$ cat src/rtl/bpc_pkg.sv
package bpc_pkg;

    localparam int DW      = 32;
    localparam int BYTE_W  = 8;
    localparam int HALF_W  = DW / 2;
    localparam int N_LANES = DW / BYTE_W;

    typedef enum logic [1:0] {
        SZ_LONG = 2'b00,
        SZ_BYTE = 2'b01,
        SZ_WORD = 2'b10,
        SZ_RSVD = 2'b11
    } acc_size_e;

    typedef enum logic [1:0] {
        RS_DVAL  = 2'd0,
        RS_DMASK = 2'd1,
        RS_PVAL  = 2'd2,
        RS_PMASK = 2'd3
    } reg_sel_e;

    typedef struct packed {
        logic [DW-1:0] opnd;     // right-justified operand
        logic [DW-1:0] width_m;  // ones where operand bits are meaningful
        logic          legal;    // size code is usable
    } lane_sel_t;

    function automatic logic [DW-1:0] width_mask_of(acc_size_e s);
        case (s)
            SZ_BYTE: width_mask_of = {{(DW-BYTE_W){1'b0}}, {BYTE_W{1'b1}}};
            SZ_WORD: width_mask_of = {{(DW-HALF_W){1'b0}}, {HALF_W{1'b1}}};
            SZ_LONG: width_mask_of = {DW{1'b1}};
            default: width_mask_of = '0;
        endcase
    endfunction

endpackage

$ cat src/rtl/bpc_regfile.sv
module bpc_regfile
    import bpc_pkg::*;
#(
    parameter int PW = 32
) (
    input  logic          clk,
    input  logic          rst,
    input  logic          wr_en,
    input  logic [1:0]    wr_sel,
    input  logic [DW-1:0] wr_data,
    output logic [DW-1:0] dval,
    output logic [DW-1:0] dmask,
    output logic [PW-1:0] pval,
    output logic [PW-1:0] pmask
);

    always_ff @(posedge clk) begin
        if (rst) begin
            dval  <= '0;
            dmask <= '0;
            pval  <= '0;
            pmask <= '0;
        end else if (wr_en) begin
            case (reg_sel_e'(wr_sel))
                RS_DVAL:  dval  <= wr_data;
                RS_DMASK: dmask <= wr_data;
                RS_PVAL:  pval  <= PW'(wr_data);
                RS_PMASK: pmask <= PW'(wr_data);
                default:  ;
            endcase
        end
    end

endmodule

$ cat src/rtl/bpc_lane_align.sv
module bpc_lane_align
    import bpc_pkg::*;
(
    input  logic [1:0]    addr,
    input  logic [1:0]    size,
    input  logic [DW-1:0] data,
    output lane_sel_t     sel
);

    acc_size_e           sz;
    logic [BYTE_W-1:0]   byte_lane;
    logic [HALF_W-1:0]   half_lane;

    assign sz = acc_size_e'(size);

    // big-endian lanes: address 0 is the most significant byte
    assign byte_lane = data[BYTE_W*(N_LANES-1-int'(addr)) +: BYTE_W];
    assign half_lane = addr[1] ? data[HALF_W-1:0] : data[DW-1:HALF_W];

    always_comb begin
        sel.width_m = width_mask_of(sz);
        sel.legal   = (sz != SZ_RSVD);
        case (sz)
            SZ_BYTE: sel.opnd = {{(DW-BYTE_W){1'b0}}, byte_lane};
            SZ_WORD: sel.opnd = {{(DW-HALF_W){1'b0}}, half_lane};
            SZ_LONG: sel.opnd = data;
            default: sel.opnd = '0;
        endcase
    end

endmodule

$ cat src/rtl/bpc_masked_eq.sv
module bpc_masked_eq #(
    parameter int W = 32
) (
    input  logic [W-1:0] a,
    input  logic [W-1:0] b,
    input  logic [W-1:0] ignore,
    output logic         eq
);

    assign eq = (((a ^ b) & ~ignore) == '0);

endmodule

$ cat src/rtl/bpc_trigger.sv
module bpc_trigger
    import bpc_pkg::*;
#(
    parameter int PC_W = 32
) (
    input  logic            clk,
    input  logic            rst,
    input  logic            wr_en,
    input  logic [1:0]      wr_sel,
    input  logic [DW-1:0]   wr_data,
    input  logic            data_en,
    input  logic            pc_en,
    input  logic            xfer_valid,
    input  logic [1:0]      xfer_addr,
    input  logic [1:0]      xfer_size,
    input  logic [DW-1:0]   xfer_data,
    input  logic            pc_valid,
    input  logic [PC_W-1:0] pc_value,
    output logic            data_hit,
    output logic            pc_hit
);

    logic [DW-1:0]   dval, dmask;
    logic [PC_W-1:0] pval, pmask;
    lane_sel_t       lanes;
    logic            data_eq, pc_eq;

    bpc_regfile #(.PW(PC_W)) u_regs (
        .clk    (clk),
        .rst    (rst),
        .wr_en  (wr_en),
        .wr_sel (wr_sel),
        .wr_data(wr_data),
        .dval   (dval),
        .dmask  (dmask),
        .pval   (pval),
        .pmask  (pmask)
    );

    bpc_lane_align u_align (
        .addr(xfer_addr),
        .size(xfer_size),
        .data(xfer_data),
        .sel (lanes)
    );

    bpc_masked_eq #(.W(DW)) u_data_cmp (
        .a     (lanes.opnd),
        .b     (dval),
        .ignore(dmask | ~lanes.width_m),
        .eq    (data_eq)
    );

    bpc_masked_eq #(.W(PC_W)) u_pc_cmp (
        .a     (pc_value),
        .b     (pval),
        .ignore(pmask),
        .eq    (pc_eq)
    );

    always_ff @(posedge clk) begin
        if (rst) begin
            data_hit <= 1'b0;
            pc_hit   <= 1'b0;
        end else begin
            data_hit <= xfer_valid & data_en & lanes.legal & data_eq;
            pc_hit   <= pc_valid & pc_en & pc_eq;
        end
    end

endmodule

$ cat config.mk
export PLATFORM = sky130hd
export DESIGN_NAME = bpc_trigger
export DESIGN_NICKNAME = d
export VERILOG_FILES = /design/src/rtl/bpc_pkg.sv /design/src/rtl/bpc_regfile.sv /design/src/rtl/bpc_lane_align.sv /design/src/rtl/bpc_masked_eq.sv /design/src/rtl/bpc_trigger.sv
export SDC_FILE = /design/constraint.sdc
export NUM_CORES = 1
export LEC_CHECK = 0
export ABC_AREA = 1
export BUFFER_PORTS_ARGS = -buffer_cell sky130_fd_sc_hd__buf_2
export CAP_MARGIN = 20
export CORE_ASPECT_RATIO = 0.75
export CORE_MARGIN = 4
export CORE_UTILIZATION = 60
export CTS_BUF_LIST = sky130_fd_sc_hd__clkbuf_16
export CTS_CLUSTER_SIZE = 40
export DETAILED_ROUTE_END_ITERATION = 16
export PLACE_DENSITY = 0.9
export SKIP_CTS_REPAIR_TIMING = 1
export SLEW_MARGIN = 20
export SYNTH_ARGS = -nofsm -noshare
export SYNTH_HDL_FRONTEND = slang
export SYNTH_SLANG_ARGS = --single-unit
$ cat constraint.sdc
create_clock -name clk -period 2.4 [get_ports clk]
set_clock_uncertainty 0.1 [all_clocks]
set_input_delay 0.48 -clock clk [delete_from_list [all_inputs] [get_ports clk]]
set_output_delay 0.48 -clock clk [all_outputs]
set_load 0.01 [all_outputs]
==> run_results.csv <==
group,metric,value,unit
run_status,status,"completed",
global_routing,grt_pass1_wl,30.7,mm
job,cap_violations,0,
drt,wl_per_cell,16.1,um
synth,syn_nets,1058,
cts,cts.sinks,130,
final_layout,drive_gt1_share,15.7,%
critical_path,crit_chain,"buf_2 -> nor2_4 -> nand2_1 -> nand3_1 -> nand2_1 -> nand3_1 -> nand2_1 -> nor2_1 -> nand2_1 -> nor2_1",
sta,finalSetupTns,0,ps
synth,yosys_warnings,0,
sta,relSlewSlack,50.9,%
place,numPlacedInstances,1158,
drt,wirelength,19.1,mm
sta,fin_crit_sh,64.7,%
global_routing,grt_start_max_net_pins,66,
worst_hold_path,hold_depth,3,
cts,insertion_delay,420,ps
final_layout,fin_util,74.9,%
sta,max_freq,644,MHz
global_routing,grt.overflow.total,0,
critical_path,critPathMaxStageDelay,380,ps
drt,firstDrtPassIters,5,
critical_path,reg2reg_slack,950,ps
synth,synth_area,6240,um^2
die,pin_count,111,
synth,syn_area_per_cell,6.57,um^2
critical_path,end_kind,"register",
synth,postSynthCellCount,949,
place,dpl.hpwl,13.1,mm
sta,hold_violations,0,
drt,drt_iter0_drc,750,
critical_path,crit_required,2660,ps
die,die_w,126,um
global_routing,first_global_vias,6218,
power_and_ir_drop,p_leak,0.00338,uW
critical_path,rr_startpoint,"u_regs.pval[23]$_SDFFE_PP0P_",
sta,rsz0062_at_grt,"no",
synth,yosys.area_share.simple,33.5,%
global_routing,antenna_found_initial,0,
die,core.rowCount,31,
cts,cts-buffers-inserted,17,
drt,vias_per_cell,5.62,
synth,synth-compound-area-share,15.2,%
sta,slew_viol_final,0,
final_layout,layoutNonFillerInstCount,1190,
worst_hold_path,holdCritPathClass,"in2reg",
die,die_area,12100,um^2
drt,drcViolationCount,0,
sta,fin_ws,847,ps
sta,worst_slew_pin_slew,736,ps
critical_path,arrival,1810,ps
place,gp_congestion,0.951,
synth,synth_xor_area_share,2.67,%
sta,setup_viol,0,
synth,yosysUniqueCellTypes,34,
synth,synth_top_family_by_area,"simple AND/OR/NAND/NOR gates",
final_layout,n_antenna_cell,0,
final_layout,final_nets,1154,
cts,cts_tree,"built",
cts,ctsLongestPathBuffers,2,
drt,ant_nets,0,
critical_path,r2r_cells,9,
worst_hold_path,holdCritStartpoint,"wr_data[30]",
power_and_ir_drop,finalPower,5520,uW
place,io_buffers,110,
critical_path,worst-path-max-fanout,17,
power_and_ir_drop,powerDensity,745,nW/um^2
place,place_ws,460,ps
sta,min_period,1550,ps
synth,synthMuxAreaShare,0,%
synth,seq_area_frac_synth,41.7,%
die,core_area,9890,um^2
die,die_h,96.3,um
critical_path,slowest_stage,"nor2_4",
synth,synth_seq_cells,130,
critical_path,crit_buf_inv,1,
cts,htree_levels,4,
final_layout,area_growth,18.8,%
cts,root_buffer,"clkbuf_16",
synth,synth_adder_area_share,0,%
die,start_util,63.0,%
critical_path,critPathTopFamily,"simple AND/OR/NAND/NOR gates",
critical_path,worstSetupPathType,"in2reg",
critical_path,timing.rr.end,"pc_hit$_SDFF_PP0_",
worst_hold_path,min_to,"u_regs.pval[30]$_SDFFE_PP0P_",
drt,num_vias,6690,
critical_path,cpMostUsedCell,"nand2_1",
critical_path,crit_path_start_kind,"primary input",
power_and_ir_drop,ir_drop,0.573,mV
global_routing,grt_usage,32.1,%
cts,path_clk_slew,60,ps
-- synthesized netlist by cell type --
cell type	instances	share of area, %
nor2_1	216	13
nand3b_1	6	0.72
nand3_4	1	0.28
nand3_2	1	0.16
inv_2	2	0.12
dfxtp_1	130	42
buf_1	2	0.12
clkinv_1	3	0.18
clkbuf_1	37	2.2
a21oi_2	1	0.14
xnor2_1	17	2.4
buf_2	2	0.16
buf_4	2	0.24
nand3_1	53	4.3
inv_4	1	0.10
o2111ai_1	1	0.14
o21ai_0	110	8.8
o221ai_1	1	0.14
a221oi_1	1	0.14
o22ai_1	4	0.40
inv_1	53	3.2
nand4_1	9	0.90
nor3b_1	2	0.24
nor2_4	2	0.36
xor2_1	2	0.28
buf_6	3	0.54
nand2_4	1	0.18
a211oi_1	2	0.24
nand2_1	214	13
nor3_1	1	0.080
nor2_2	1	0.10
nand2_2	3	0.30
a21oi_1	64	5.1
o21ai_1	1	0.080
-- power by group --
group,internal (uW),switching (uW),total [uW]
registers,2260,58.3,2320
clock network,1510,976,2490
logic,258,448,706
-- cells by family after synthesis --
family | count (synthesis)
xor+xnor | 19
flops | 130
buf+inv | 105
compound gates | 185
simple gates | 510
-- state kept, by name, summed over array words and instances, names as in the netlist --
register,cells
data_hit,1
u_regs.pval,32
u_regs.dval,32
u_regs.dmask,32
u_regs.pmask,32
pc_hit,1
-- routing by layer --
metal  vias to the layer above  GRT usage [%]  routed length, um
li1                       3240              -                  -
met1                      3016           43.2               8180
met2                       395           50.9               8420
met3                        39           7.71               2130
met4                         0           10.9                400
met5                         -              0                  0
-- tightest hold or removal path, stage by stage --
cell and delay [ps]:
buf_2 120, nor2_1 50, nor2_1 80
-- layout make-up --
cell class	count	area, um^2
tap	132	165
fill	771	2480
inverter	59	224
multi-input combinational	714	3200
timing repair buffer	123	648
clock buffer	17	425
clock inverter	15	141
sequential	130	2600
-- worst max path at each step --
stage	slack [ps]	start	endpoint	cells past startpoint
floorplan	850	xfer_addr[1]	data_hit$_SDFF_PP0_	15
global placement	460	xfer_size[0]	data_hit$_SDFF_PP0_	10
detailed placement	460	xfer_size[0]	data_hit$_SDFF_PP0_	12
CTS	880	xfer_size[0]	data_hit$_SDFF_PP0_	10
global route	640	xfer_size[0]	data_hit$_SDFF_PP0_	12
finish	850	xfer_size[0]	data_hit$_SDFF_PP0_	10
-- layout by cell type, fill, tap and decap left out --
cell type	synthesis	layout
a211oi_1	2	2
a21oi_1	64	64
a21oi_2	1	1
a221oi_1	1	1
buf_2	2	110
buf_4	2	13
bufinv_16	0	2
clkbuf_16	0	17
clkinv_1	3	6
clkinv_2	0	4
clkinv_4	0	2
clkinvlp_4	0	2
dfxtp_1	130	130
inv_1	53	52
inv_2	2	3
inv_4	1	1
inv_6	0	2
nand2_1	214	214
nand2_2	3	3
nand2_4	1	1
nand3_1	53	53
nand3_2	1	1
nand3_4	1	1
nand3b_1	6	6
nand4_1	9	9
nor2_1	216	216
nor2_2	1	1
nor2_4	2	2
nor3_1	1	1
nor3b_1	2	2
o2111ai_1	1	1
o21ai_0	110	110
o21ai_1	1	1
o221ai_1	1	1
o22ai_1	4	4
xnor2_1	17	17
xor2_1	2	2
-- stage by stage --
| stage | hold WS [ps] | area (um^2) |
|---|---|---|
| after floorplan | 323 | 6240 |
| after CTS | 248 | 7410 |
| after detailed placement | 341 | 6840 |
| after global routing | 259 | 7410 |
| after global placement | 338 | 6840 |
| final | 253 | 7410 |
Power figures use the tool's default switching activity.
